$ cat src/rtl/ssm_pkg.sv
package ssm_pkg;

  localparam int CODE_W   = 4;
  localparam int SWING_W  = 12;
  localparam int OFS_W    = SWING_W + 1;
  localparam int DEV_STEP = 250;

  typedef struct packed {
    logic              on;
    logic              down;
    logic [CODE_W-1:0] code;
    logic              fast;
  } ssm_cfg_t;

  // full peak-to-peak swing in parts per 100000
  function automatic logic [SWING_W-1:0] swing_of(input logic [CODE_W-1:0] code);
    return SWING_W'(code) * SWING_W'(DEV_STEP);
  endfunction

  // integer part of the per-tick increment
  function automatic logic [SWING_W-1:0] ramp_quot(input logic [SWING_W-1:0] s, input int half);
    return s / SWING_W'(half);
  endfunction

  // fractional remainder of the per-tick increment, in units of 1/half
  function automatic logic [SWING_W-1:0] ramp_rem(input logic [SWING_W-1:0] s, input int half);
    return s % SWING_W'(half);
  endfunction

  // map ramp position to the signed offset word
  function automatic logic signed [OFS_W-1:0] offset_of(input logic [SWING_W-1:0] p,
                                                        input logic [SWING_W-1:0] s,
                                                        input logic down);
    logic signed [OFS_W-1:0] ps;
    logic signed [OFS_W-1:0] base;
    ps   = $signed({1'b0, p});
    base = down ? $signed({1'b0, s}) : $signed({2'b00, s[SWING_W-1:1]});
    return ps - base;
  endfunction

endpackage

$ cat src/rtl/ssm_cfg_track.sv
module ssm_cfg_track
  import ssm_pkg::*;
(
  input  logic              clk,
  input  logic              rst_n,
  input  logic              tick,
  input  ssm_cfg_t          req,
  input  logic              ofs_zero,
  output logic              load,
  output ssm_cfg_t          nxt,
  output logic              act_on,
  output logic              act_down,
  output logic [CODE_W-1:0] act_code
);

  ssm_cfg_t act_q;

  // idle: any request loads; active: differences wait for a zero offset
  assign load = tick && (act_q.on ? ((req != act_q) && ofs_zero) : req.on);
  assign nxt  = load ? req : act_q;

  assign act_on   = act_q.on;
  assign act_down = act_q.down;
  assign act_code = act_q.code;

  always_ff @(posedge clk or negedge rst_n) begin
    if (!rst_n)    act_q <= '0;
    else if (load) act_q <= req;
  end

endmodule

$ cat src/rtl/ssm_tri_ramp.sv
module ssm_tri_ramp
  import ssm_pkg::*;
#(
  parameter int HALF_SLOW = 64,
  parameter int HALF_FAST = 16,
  parameter int T_W       = 7
) (
  input  logic               clk,
  input  logic               rst_n,
  input  logic               load,
  input  logic               step,
  input  logic               on,
  input  logic               down,
  input  logic               fast,
  input  logic [SWING_W-1:0] swing,
  output logic [SWING_W-1:0] pos_nxt,
  output logic               min_evt
);

  logic [T_W-1:0]     t_q, t_d;
  logic [T_W-1:0]     e_q, e_d;
  logic [SWING_W-1:0] p_q, p_d;
  logic               up_q, up_d;
  logic [T_W-1:0]     half;
  logic [SWING_W-1:0] inc_q;
  logic [T_W-1:0]     inc_r;
  logic [T_W:0]       e_sum;

  assign half  = fast ? T_W'(HALF_FAST) : T_W'(HALF_SLOW);
  assign inc_q = fast ? ramp_quot(swing, HALF_FAST) : ramp_quot(swing, HALF_SLOW);
  assign inc_r = T_W'(fast ? ramp_rem(swing, HALF_FAST) : ramp_rem(swing, HALF_SLOW));
  assign e_sum = {1'b0, e_q} + {1'b0, inc_r};

  always_comb begin
    t_d     = t_q;
    e_d     = e_q;
    p_d     = p_q;
    up_d    = up_q;
    min_evt = 1'b0;
    if (load) begin
      if (on) begin
        t_d  = down ? half : (half >> 1);
        p_d  = down ? swing : (swing >> 1);
        e_d  = '0;
        up_d = 1'b0;
      end else begin
        t_d  = '0;
        p_d  = '0;
        e_d  = '0;
        up_d = 1'b0;
      end
    end else if (step) begin
      if (up_q) begin
        if (e_sum >= {1'b0, half}) begin
          e_d = T_W'(e_sum - {1'b0, half});
          p_d = p_q + inc_q + SWING_W'(1);
        end else begin
          e_d = T_W'(e_sum);
          p_d = p_q + inc_q;
        end
        t_d = t_q + T_W'(1);
        if (t_d == half) up_d = 1'b0;
      end else begin
        if (e_q >= inc_r) begin
          e_d = e_q - inc_r;
          p_d = p_q - inc_q;
        end else begin
          e_d = e_q + half - inc_r;
          p_d = p_q - inc_q - SWING_W'(1);
        end
        t_d = t_q - T_W'(1);
        if (t_d == '0) begin
          up_d    = 1'b1;
          min_evt = 1'b1;
        end
      end
    end
  end

  assign pos_nxt = p_d;

  always_ff @(posedge clk or negedge rst_n) begin
    if (!rst_n) begin
      t_q  <= '0;
      e_q  <= '0;
      p_q  <= '0;
      up_q <= 1'b0;
    end else begin
      t_q  <= t_d;
      e_q  <= e_d;
      p_q  <= p_d;
      up_q <= up_d;
    end
  end

endmodule

$ cat src/rtl/ssm_out_stage.sv
module ssm_out_stage
  import ssm_pkg::*;
(
  input  logic                    clk,
  input  logic                    rst_n,
  input  logic                    on,
  input  logic                    down,
  input  logic [SWING_W-1:0]      swing,
  input  logic [SWING_W-1:0]      pos_nxt,
  input  logic                    min_evt,
  output logic signed [OFS_W-1:0] offset_q,
  output logic                    valid_q,
  output logic                    start_q
);

  always_ff @(posedge clk or negedge rst_n) begin
    if (!rst_n) begin
      offset_q <= '0;
      valid_q  <= 1'b0;
      start_q  <= 1'b0;
    end else begin
      offset_q <= on ? offset_of(pos_nxt, swing, down) : '0;
      valid_q  <= on;
      start_q  <= min_evt;
    end
  end

endmodule

$ cat src/rtl/ssm_profile_gen.sv
module ssm_profile_gen
  import ssm_pkg::*;
#(
  parameter int HALF_SLOW = 64,
  parameter int HALF_FAST = 16
) (
  input  logic                    clk,
  input  logic                    rst_n,
  input  logic                    tick,
  input  logic                    spread_en,
  input  logic                    down_mode,
  input  logic [CODE_W-1:0]       dev_code,
  input  logic                    fast_rate,
  output logic signed [OFS_W-1:0] offset,
  output logic                    offset_valid,
  output logic                    sweep_start
);

  localparam int HALF_MAX = (HALF_SLOW > HALF_FAST) ? HALF_SLOW : HALF_FAST;
  localparam int T_W      = $clog2(HALF_MAX + 1);

  generate
    if ((HALF_SLOW % 2) != 0 || (HALF_FAST % 2) != 0 || HALF_SLOW < 2 || HALF_FAST < 2) begin : g_half_chk
      $error("half-period lengths must be even and at least 2");
    end
  endgenerate

  ssm_cfg_t           req_cfg;
  ssm_cfg_t           nxt_cfg;
  logic               req_on;
  logic               load_evt;
  logic               step_evt;
  logic               min_evt;
  logic               ofs_zero;
  logic               act_on;
  logic               act_down;
  logic [CODE_W-1:0]  act_code;
  logic [SWING_W-1:0] swing_nxt;
  logic [SWING_W-1:0] swing_act;
  logic [SWING_W-1:0] pos_nxt;

  assign req_on    = spread_en && (dev_code != '0);
  assign req_cfg   = req_on ? '{on: 1'b1, down: down_mode, code: dev_code, fast: fast_rate} : '0;
  assign ofs_zero  = (offset == '0);
  assign step_evt  = tick && act_on && !load_evt;
  assign swing_nxt = swing_of(nxt_cfg.code);
  assign swing_act = swing_of(act_code);

  ssm_cfg_track u_cfg (
    .clk      (clk),
    .rst_n    (rst_n),
    .tick     (tick),
    .req      (req_cfg),
    .ofs_zero (ofs_zero),
    .load     (load_evt),
    .nxt      (nxt_cfg),
    .act_on   (act_on),
    .act_down (act_down),
    .act_code (act_code)
  );

  ssm_tri_ramp #(
    .HALF_SLOW (HALF_SLOW),
    .HALF_FAST (HALF_FAST),
    .T_W       (T_W)
  ) u_ramp (
    .clk     (clk),
    .rst_n   (rst_n),
    .load    (load_evt),
    .step    (step_evt),
    .on      (nxt_cfg.on),
    .down    (nxt_cfg.down),
    .fast    (nxt_cfg.fast),
    .swing   (swing_nxt),
    .pos_nxt (pos_nxt),
    .min_evt (min_evt)
  );

  ssm_out_stage u_out (
    .clk      (clk),
    .rst_n    (rst_n),
    .on       (nxt_cfg.on),
    .down     (nxt_cfg.down),
    .swing    (swing_nxt),
    .pos_nxt  (pos_nxt),
    .min_evt  (min_evt),
    .offset_q (offset),
    .valid_q  (offset_valid),
    .start_q  (sweep_start)
  );

endmodule

$ cat config.mk
export PLATFORM = sky130hd
export DESIGN_NAME = ssm_profile_gen
export DESIGN_NICKNAME = d
export VERILOG_FILES = /design/src/rtl/ssm_pkg.sv /design/src/rtl/ssm_cfg_track.sv /design/src/rtl/ssm_tri_ramp.sv /design/src/rtl/ssm_out_stage.sv /design/src/rtl/ssm_profile_gen.sv
export SDC_FILE = /design/constraint.sdc
export NUM_CORES = 1
export LEC_CHECK = 0
export BUFFER_PORTS_ARGS = -buffer_cell sky130_fd_sc_hd__buf_2
export CAP_MARGIN = 25
export CORE_MARGIN = 1.5
export CORE_UTILIZATION = 58
export DETAILED_ROUTE_END_ITERATION = 8
export GPL_ROUTABILITY_DRIVEN = 0
export MAX_ROUTING_LAYER = met4
export PLACE_DENSITY_LB_ADDON = 0.1
export SLEW_MARGIN = 20
export SYNTH_ARGS = -nofsm -noshare
export SYNTH_HDL_FRONTEND = slang
export SYNTH_SLANG_ARGS = --single-unit
$ cat constraint.sdc
create_clock -name clk -period 11.4 [get_ports clk]
set_input_delay 0.57 -clock clk [delete_from_list [all_inputs] [get_ports clk]]
set_output_delay 0.57 -clock clk [all_outputs]
set_load 0.05 [all_outputs]
==> out/results.tsv <==
stage	metric	value	unit
route	Initial DRT Pass Iterations	7	
timing	Final Slew Violations	0	
layout	Reg area	0.00118	mm2
floorplan	Die Wd	106	um
clock_tree	total CTS buffers	5	
synthesis	Post-synth EDFFs	0	
synthesis	FF+latch count, synth	47	
clock_tree	later-pin clock latency in the skew report	0.31	ns
worst_setup_path	CP max-delay cell	a2111oi_0	
route	# DRC	0	
layout	filler instances	918	
synthesis	complex-gate fraction of the synthesized area	23.2	%
synthesis	Post-Synth Simple-Gate Area	19.2	%
layout	# nets final	850	
floorplan	core area	0.0103	mm2
synthesis	Adder-Cell Fraction of Synth Area	18.7	%
timing	Max-slew headroom	41.9	%
timing	RSZ-0062 raised after global routing	false	
grt	largest net degree at the start of global routing	34	
clock_tree	CTS sink cnt	47	
worst_setup_path	startpoint types	register	
synthesis	synthesized area	0.00612	mm2
synthesis	synth warn	0	
route	number of routed nets with antenna violations	0	
placement	Final HPWL DP	13.4	mm
synthesis	Area contributors post-synth	dfrtp_1 (19%), ha_1 (14%), xnor2_1 (7.2%), fa_1 (4.6%), a21oi_1 (3.9%)	
route	DRT iter0 DRCs	500	
route	WL/cell	19.0	um
worst_setup_path	critical path required time	11.62	ns
route	Post-Route WL	16.9	mm
timing	Final period util	82.1	%
clock_tree	setup bufs post-CTS	0	
grt	Remaining Overflow, GRT	0	
timing	post-layout min period	9.36	ns
synthesis	Synth cell types	76	
timing	Max Fclk	107	MHz
flow_run	Max-cap violations	0	
layout	area taken by multi-input logic gates	0.00458	mm2
floorplan	num rows	37	
synthesis	Synth Flop Type	dfrtp_1	
worst_setup_path	Crit path largest cell delay	0.58	ns
synthesis	register area share after synthesis	19.2	%
synthesis	syn_nets	842	
synthesis	largest family of logic cells by synthesized area	compound AO/OA/AOI/OAI gates	
clock_tree	CTS Hold Bufs	0	
synthesis	syn_area_per_cell	8.18	um2
synthesis	Mapped Cells	749	
worst_setup_path	Arr. time, crit path	9.59	ns
worst_setup_path	critical path class	register to register	
clock_tree	post-cts resize count	0	
floorplan	Die Y	106	um
clock_tree	Reg clk slew, reported paths	0.11	ns
layout	layout cells sized above 1	9.10	%
floorplan	starting density of the core	59.6	%
worst_setup_path	CP max FO	20	
floorplan	total I/O pin count	25	
synthesis	Synth Area in XOR/XNOR	9.73	%
layout	final core occ	62.7	%
floorplan	full die area	0.0112	mm2
clock_tree	CTS tree	done	
grt	antenna violations before repair	0	
hold_path	worst hold path class	primary input to asynchronous set/reset pin	
worst_setup_path	critical path's most frequent cell	nand2_1	
clock_tree	CTS max path bufs	2	
synthesis	Yosys top cell by area	dfrtp_1	
route	DR vias/cell	6.35	
placement	port bufs	24	
layout	Syn-to-layout area delta	5.29	%
timing	Worst Tran Pin Value	0.865	ns
run_status	status	finished, final reports clean	
grt	GRT Total Usage	32.3	%
timing	final hold violation count	0	
clock_tree	CTS Root Cell	clkbuf_8	
timing	Final Setup Violations	0	
synthesis	Synth top area share	19.2	%
worst_setup_path	Critical Path End Type	register	
synthesis	multiplexer share of the synthesized area	3.98	%
grt	vias in the first global route	5496	
timing	total negative slack	0	ns
timing	Clock Skew	0.0163	ns
layout	Antenna Cells	0	
clock_tree	CTS HTree Levels	2	
grt	first-pass GRT wire length	28.1	mm
synthesis	FFs w/ async S/R, synth	100	%
route	vias	5681	
[cells in the mapped netlist, types with 10 or more instances]
cell type	n
a211oi_1	18
a21o_1	13
a21oi_1	48
clkbuf_1	22
dfrtp_1	47
fa_1	14
ha_1	69
inv_1	57
mux2i_1	18
nand2_1	61
nand2b_1	13
nand3_1	19
nand4_1	10
nor2_1	63
nor2b_1	11
nor3_1	14
o21ai_0	36
xnor2_1	50
xor2_1	18
[critical path, delay by kind of cell, from the launching register on]
family	cells	cell delay (ns)
simple gates	12	2.22
compound gates	15	3.66
flops	1	0.54
fa+ha+maj	5	2.24
buf+inv	3	0.59
[cells in the final DEF (no fill, tap or decap), types with 10 or more instances in the layout]
master,n
a211oi_1,18
a21o_1,13
a21oi_1,48
buf_2,25
dfrtp_1,47
fa_1,14
ha_1,69
inv_1,57
mux2i_1,18
nand2_1,61
nand2b_1,13
nand3_1,19
nand4_1,10
nor2_1,63
nor2b_1,11
nor3_1,14
o21ai_0,36
xnor2_1,50
xor2_1,18
[routing by layer]
| metal | track usage, % | routed length [um] | vias to the layer above |
|---|---|---|---|
| li1 | - | - | 2688 |
| met1 | 43.3 | 7390 | 2680 |
| met2 | 51.3 | 7770 | 269 |
| met3 | 3.71 | 1290 | 44 |
| met4 | 9.85 | 500 | 0 |
| met5 | - | 0 | - |
[sequential cells by signal, summed over array words and instances (netlist names), 4 cells and up]
name and cells:
u_out.offset_q 13, u_ramp.p_q 12, u_ramp.t_q 7, u_ramp.e_q 6
u_cfg.act_code 4
[per-stage QoR]
| step | worst slack [ns] | hold slack (ns) | cell area [um2] | std cells |
|---|---|---|---|---|
| final | 2.04 | 0.243 | 6450 | 894 |
| after global routing | 1.22 | 0.291 | 6450 | 894 |
| after CTS | 1.94 | 0.256 | 6420 | 890 |
| after detailed placement | 1.70 | 0.547 | 6330 | 882 |
| after global placement | 2.00 | 0.525 | 6310 | 881 |
| after floorplan | 2.69 | 0.274 | 6120 | 749 |
[kinds of logic (layout without fill, tap and decap cells)]
logic type               after synthesis  in the layout
AO/OA/AOI/OAI                        200            200
multiplexers                          23             23
flip-flops                            47             47
adder cells (fa/ha/maj)               83             83
buffers and inverters                 92            101
AND/OR/NAND/NOR                      236            236
XOR/XNOR                              68             68
[worst paths after layout]
kind,slack (ns),start,depth (start not counted),end
worst max register to register,2.04,u_cfg.act_on,35,u_out.offset_q[11]
worst max-delay path,2.04,u_cfg.act_on,35,u_out.offset_q[11]
max in group asynchronous,10.60,rst_n,2,u_ramp.p_q[7]
min in group clk,0.57,fast_rate,2,u_ramp.t_q[5]
worst min-delay path,0.24,rst_n,1,u_out.start_q
worst min register to register,0.57,u_ramp.e_q[4],2,u_ramp.e_q[4]
[final cells by class]
type	count	area share (%)
Multi-Input combinational cell	610	71.1
Timing Repair Buffer	33	3.03
Tap cell	136	2.64
Clock inverter	3	0.427
Clock buffer	5	1.07
Sequential cell	47	18.2
Inverter	60	3.49
Power is not shown: default switching activity piles up to over one toggle a cycle in this logic, so the estimate is an artifact.
